## src/rtl/csr_rmw_pkg.sv

```systemverilog
package csr_rmw_pkg;
  localparam int unsigned CSR_W = 64;
  typedef logic [CSR_W-1:0] csr_word_t;

  typedef enum logic [1:0] {
    KIND_WRITE = 2'b00,
    KIND_SET   = 2'b01,
    KIND_CLEAR = 2'b10,
    KIND_RSVD  = 2'b11
  } csr_kind_e;

  // New register value for a given kind, old value and operand.
  function automatic csr_word_t csr_merge(input csr_kind_e kind,
                                          input csr_word_t old_v,
                                          input csr_word_t opnd);
    case (kind)
      KIND_WRITE: csr_merge = opnd;
      KIND_SET:   csr_merge = old_v | opnd;
      KIND_CLEAR: csr_merge = old_v & ~opnd;
      default:    csr_merge = old_v;
    endcase
  endfunction

  // Zero-extend an immediate of any width up to a full word.
  function automatic csr_word_t csr_zext(input logic [CSR_W-1:0] narrow);
    csr_zext = narrow;
  endfunction
endpackage

```

## src/rtl/csr_operand_sel.sv

```systemverilog
module csr_operand_sel
  import csr_rmw_pkg::*;
#(
  parameter int unsigned IMM_W = 5
) (
  input  logic             use_imm,
  input  csr_word_t        rs1_val,
  input  logic [IMM_W-1:0] imm_val,
  input  logic             rs1_is_x0,
  input  logic             imm_is_zero,
  output csr_word_t        operand,
  output logic             mask_zero
);
  localparam int unsigned PAD_W = CSR_W - IMM_W;

  csr_word_t imm_ext;

  always_comb begin
    imm_ext   = csr_zext({{PAD_W{1'b0}}, imm_val});
    operand   = use_imm ? imm_ext : rs1_val;
    mask_zero = use_imm ? imm_is_zero : rs1_is_x0;
  end
endmodule

```

## src/rtl/csr_scratch_bank.sv

```systemverilog
module csr_scratch_bank
  import csr_rmw_pkg::*;
#(
  parameter int unsigned NUM_REGS = 4,
  parameter int unsigned IDX_W    = 2
) (
  input  logic                     clk,
  input  logic                     rst_n,
  input  logic                     wr_en,
  input  logic [IDX_W-1:0]         wr_idx,
  input  csr_word_t                wr_data,
  output logic [NUM_REGS-1:0][CSR_W-1:0] regs_q
);
  for (genvar g = 0; g < NUM_REGS; g++) begin : g_reg
    logic sel;
    assign sel = wr_en && (wr_idx == IDX_W'(g));
    always_ff @(posedge clk or negedge rst_n) begin
      if (!rst_n)   regs_q[g] <= '0;
      else if (sel) regs_q[g] <= wr_data;
    end
  end
endmodule

```

## src/rtl/csr_cycle_ctr.sv

```systemverilog
module csr_cycle_ctr
  import csr_rmw_pkg::*;
(
  input  logic      clk,
  input  logic      rst_n,
  output csr_word_t count_q
);
  always_ff @(posedge clk or negedge rst_n) begin
    if (!rst_n) count_q <= '0;
    else        count_q <= count_q + 1'b1;
  end
endmodule

```

## src/rtl/csr_rmw_unit.sv

```systemverilog
module csr_rmw_unit
  import csr_rmw_pkg::*;
#(
  parameter int unsigned ADDR_W       = 12,
  parameter int unsigned IMM_W        = 5,
  parameter int unsigned NUM_SCRATCH  = 4,
  parameter int unsigned SCRATCH_BASE = 12'h340,
  parameter int unsigned CYCLE_ADDR   = 12'hC00
) (
  input  logic              clk,
  input  logic              rst_n,
  input  logic              req_valid,
  input  logic [ADDR_W-1:0] req_addr,
  input  logic [1:0]        req_kind,
  input  logic              req_use_imm,
  input  logic [CSR_W-1:0]  req_rs1,
  input  logic [IMM_W-1:0]  req_imm,
  input  logic              req_rs1_is_x0,
  input  logic              req_imm_is_zero,
  output logic [CSR_W-1:0]  rd_val,
  output logic              err
);
  localparam int unsigned IDX_W = (NUM_SCRATCH > 1) ? $clog2(NUM_SCRATCH) : 1;

  csr_kind_e                         kind;
  csr_word_t                         operand;
  logic                              mask_zero;
  logic [NUM_SCRATCH-1:0][CSR_W-1:0] scratch_q;
  csr_word_t                         cycle_q;
  logic [ADDR_W-1:0]                 addr_off;
  logic                              hit_scratch;
  logic                              hit_cycle;
  logic                              wants_write;
  logic                              err_evt;
  logic [IDX_W-1:0]                  wr_idx;
  csr_word_t                         old_val;
  csr_word_t                         wr_data;
  logic                              wr_en;

  assign kind = csr_kind_e'(req_kind);

  csr_operand_sel #(.IMM_W(IMM_W)) u_opsel (
    .use_imm     (req_use_imm),
    .rs1_val     (req_rs1),
    .imm_val     (req_imm),
    .rs1_is_x0   (req_rs1_is_x0),
    .imm_is_zero (req_imm_is_zero),
    .operand     (operand),
    .mask_zero   (mask_zero)
  );

  always_comb begin
    addr_off    = req_addr - ADDR_W'(SCRATCH_BASE);
    hit_scratch = req_valid && (req_addr >= ADDR_W'(SCRATCH_BASE))
                  && (addr_off < ADDR_W'(NUM_SCRATCH));
    hit_cycle   = req_valid && (req_addr == ADDR_W'(CYCLE_ADDR));
    wr_idx      = addr_off[IDX_W-1:0];
    wants_write = (kind == KIND_WRITE) || !mask_zero;
    err_evt     = req_valid && (!(hit_scratch || hit_cycle)
                  || (kind == KIND_RSVD)
                  || (hit_cycle && wants_write));
    if (hit_scratch)    old_val = scratch_q[wr_idx];
    else if (hit_cycle) old_val = cycle_q;
    else                old_val = '0;
    wr_en   = hit_scratch && !err_evt && wants_write;
    wr_data = csr_merge(kind, old_val, operand);
    rd_val  = err_evt ? '0 : old_val;
    err     = err_evt;
  end

  csr_scratch_bank #(.NUM_REGS(NUM_SCRATCH), .IDX_W(IDX_W)) u_bank (
    .clk     (clk),
    .rst_n   (rst_n),
    .wr_en   (wr_en),
    .wr_idx  (wr_idx),
    .wr_data (wr_data),
    .regs_q  (scratch_q)
  );

  csr_cycle_ctr u_cyc (
    .clk     (clk),
    .rst_n   (rst_n),
    .count_q (cycle_q)
  );
endmodule

```

## config.mk

```make
export PLATFORM = sky130hd
export DESIGN_NAME = csr_rmw_unit
export DESIGN_NICKNAME = d
export VERILOG_FILES = /design/src/rtl/csr_rmw_pkg.sv /design/src/rtl/csr_operand_sel.sv /design/src/rtl/csr_scratch_bank.sv /design/src/rtl/csr_cycle_ctr.sv /design/src/rtl/csr_rmw_unit.sv
export SDC_FILE = /design/constraint.sdc
export NUM_CORES = 1
export LEC_CHECK = 0
export ABC_AREA = 0
export BUFFER_PORTS_ARGS = -buffer_cell sky130_fd_sc_hd__clkbuf_2
export CAP_MARGIN = 20
export CORE_MARGIN = 2
export CORE_UTILIZATION = 60
export DETAILED_ROUTE_END_ITERATION = 12
export PLACE_DENSITY = 0.8
export SYNTH_ARGS = -nofsm -noshare
export SYNTH_HDL_FRONTEND = slang
export SYNTH_HIERARCHICAL = 1
export SYNTH_SLANG_ARGS = --single-unit
```

## constraint.sdc

```tcl
create_clock -name clk -period 5.7 [get_ports clk]
set_input_delay 0.855 -clock clk [delete_from_list [all_inputs] [get_ports clk]]
set_output_delay 0.855 -clock clk [all_outputs]
set_load 0.005 [all_outputs]
```

==> impl_metrics.py <==
metrics = {
    "worst_setup_path": {
        "critPathLaunchType": "input port",
        "cp_cell_sequence": "buf_4, nor4_1, and4_4, buf_4, a22oi_2, nor2_1, clkbuf_2",
        "crit_buf_inv": 3,
        "cp_max_fo": 46,
        "crit_slowest_cell": "buf_4",
        "critical_path_class": "input port to primary output",
        "crit_required_ps": 4850,
        "cp-end-kind": "primary output",
        "crit_path_max_incr_delay_ps": 760,
        "crit_cells": 7,
        "cp.arrival_ps": 3290,
        "path_delay_family": "buffers and inverters",
        "r2r_cells": 6,
        "crit_path_frequent_cell": "buf_4",
    },
    "routing": {
        "first_iter_violations": 755,
        "vias": 11300,
        "wl_per_cell_um": 21.2,
        "drc": 0,
        "wirelength_mm": 39.5,
        "antenna_left": 0,
        "viasPerCell": 6.08,
        "dr.pass1.iters": 5,
    },
    "cts": {
        "htree_levels": 2,
        "tritoncts_num_sinks": 320,
        "cts-root-buf": "clkbuf_16",
        "clk_pin_slew_ps": 60,
        "post_cts_buffers": 0,
        "cts_resized": 0,
        "clock_path_buffers": 3,
        "postCtsHoldBufs": 0,
        "cts_tree": "yes",
        "cts_buffers": 35,
        "insertion_delay_ps": 510,
    },
    "logic_synthesis": {
        "syn_nets": 1434,
        "ys_types": 49,
        "synth_fa_ha_area_frac": 0.000720,
        "syn_inst": 1344,
        "ys_seq_area_frac": 0.460,
        "synthDominantCellAreaShare": 0.460,
        "synth_top_family_by_area": "multiplexers",
        "ys_ff_latch": 320,
        "synth_compound_area_frac": 0.105,
        "synth_async_sr_flop_share": 1.00,
        "synth-simple-area-share": 0.0879,
        "syn_area_mm2": 0.0174,
        "syn_avg_cell_area_um2": 12.9,
        "synth_top_cell_by_area": "dfrtp_1",
        "synth_mux_area_frac": 0.254,
        "synth_edf_count": 0,
        "synth_ff_type": "dfrtp_1",
        "synth-xor-area-share": 0.0312,
        "yosysWarnings": 6,
        "yosys-top-cells-area": "dfrtp_1 46%, mux2_2 12%, mux4_2 8.3%",
    },
    "sta": {
        "setup_viol": 0,
        "fin_skew_ps": 14.6,
        "rsz0062_at_grt": "false",
        "period_share": 0.727,
        "slew_headroom": 0.280,
        "min_period_ps": 4140,
        "fin_tns_setup_ps": 0,
        "final_hold_viol_count": 0,
        "fmax_mhz": 241,
        "finalMaxSlewViolations": 0,
        "hold_ws_ps": 394,
        "max_slew.worst_pin.slew_ps": 1080,
    },
    "final_layout": {
        "diodes": 0,
        "final_area_mm2": 0.0192,
        "drive_above_1_share": 0.420,
        "nets": 1549,
        "final_cell_mix": "320 x dfrtp_1, 191 x mux2_2, 149 x clkbuf_2",
        "syn2layout_area_growth_pct": 10.2,
        "mostFrequentLayoutCell": "dfrtp_1",
        "stdcell_count": 1864,
    },
    "power": {
        "ir_drop_mv": 0.214,
        "total_power_mw": 4.71,
        "power_density_mw_per_mm2": 246,
        "leakage_nw": 9.20,
    },
    "placed_design": {
        "place_area_mm2": 0.0181,
        "post-dp-hpwl_mm": 24.3,
        "portBuffers": 153,
        "dp_cells": 1806,
        "gp_congestion": 0.801,
    },
    "hold_path": {
        "hold_class": "input port to async pin",
    },
    "die": {
        "coreArea_mm2": 0.0286,
        "die_y_um": 174,
        "dieArea_mm2": 0.0304,
        "initial_core_util": 0.607,
        "die_w_um": 174,
        "num_io_pins": 154,
        "row_count": 62,
    },
    "global_routing": {
        "track_usage": 0.265,
        "grt_pass1_wl_mm": 63.9,
        "grt_pass1_vias": 11900,
        "overflow": 0,
        "grt_max_degree": 116,
        "antenna_found_initial": 0,
    },
    "run": {
        "maxCapViolations": 0,
    },
    "run_status": {
        "status": "finished clean",
    },
}
-- stage by stage --
step | util | setup slack [ps]
final | 0.669 | 1560
after floorplan | - | 2800
after global routing | 0.669 | 1380
after CTS | 0.669 | 1510
after detailed placement | 0.631 | 1510
after global placement | 0.631 | 1540
-- final cells by class --
cell class / count / area, µm²
tap: 384 / 480
clock buffer: 55 / 1080
sequential: 320 / 8010
fill: 2056 / 9470
timing repair buffer: 172 / 948
clock inverter: 3 / 21.3
multi-input combinational: 857 / 8340
inverter: 73 / 274
-- flip-flops by register name (all words and copies together), names as in the netlist --
signal,count
u_bank/regs_q,256
u_cyc/count_q,64
-- cell usage after synthesis, types with 22 or more instances --
library cell and n:
mux2_2 191, nand2_1 34, inv_1 73, xor2_1 34, buf_6 44, mux2_1 65, mux4_2 64, nor2b_1 57
a22oi_2 61, o22ai_2 47, nor2_1 81, xnor2_1 28, dfrtp_1 320, clkbuf_1 22, a21oi_1 65
-- cells by family after synthesis --
logic type | Yosys count
and+or+nand+nor | 272
DFF | 320
buffers and inverters | 167
adders and majority gates | 1
muxes | 326
AOI/OAI and AO/OA | 196
xor gates and xnor gates | 62
-- final timing paths --
kind / from / end / slack, ps
setup / recovery: req_addr[0] / rd_val[40] / 1560
hold / removal: rst_n / u_bank/regs_q[135] / 390
setup reg to reg: u_cyc/count_q[0] / u_cyc/count_q[48] / 3250
hold reg to reg: u_bank/regs_q[5] / u_bank/regs_q[5] / 480
max in group asynchronous: rst_n / u_bank/regs_q[219] / 3960
min in group clk: u_bank/regs_q[5] / u_bank/regs_q[5] / 480
-- metal layers --
metal	up-vias	share of wire	track usage
met4	0	0.021	0.0732
met3	59	0.043	0.0350
met2	287	0.51	0.457
met1	5904	0.43	0.354
li1	5088	-	-
met5	-	0	0
-- report_power, final --
part | leakage (nW) | internal, mW | switching [mW] | total [mW]
Clock | 0.539 | 1.30 | 0.867 | 2.17
Sequential | 4.46 | 2.27 | 0.000708 | 2.27
Combinational | 4.21 | 0.0949 | 0.178 | 0.273
(Power assumes the default switching activity.)
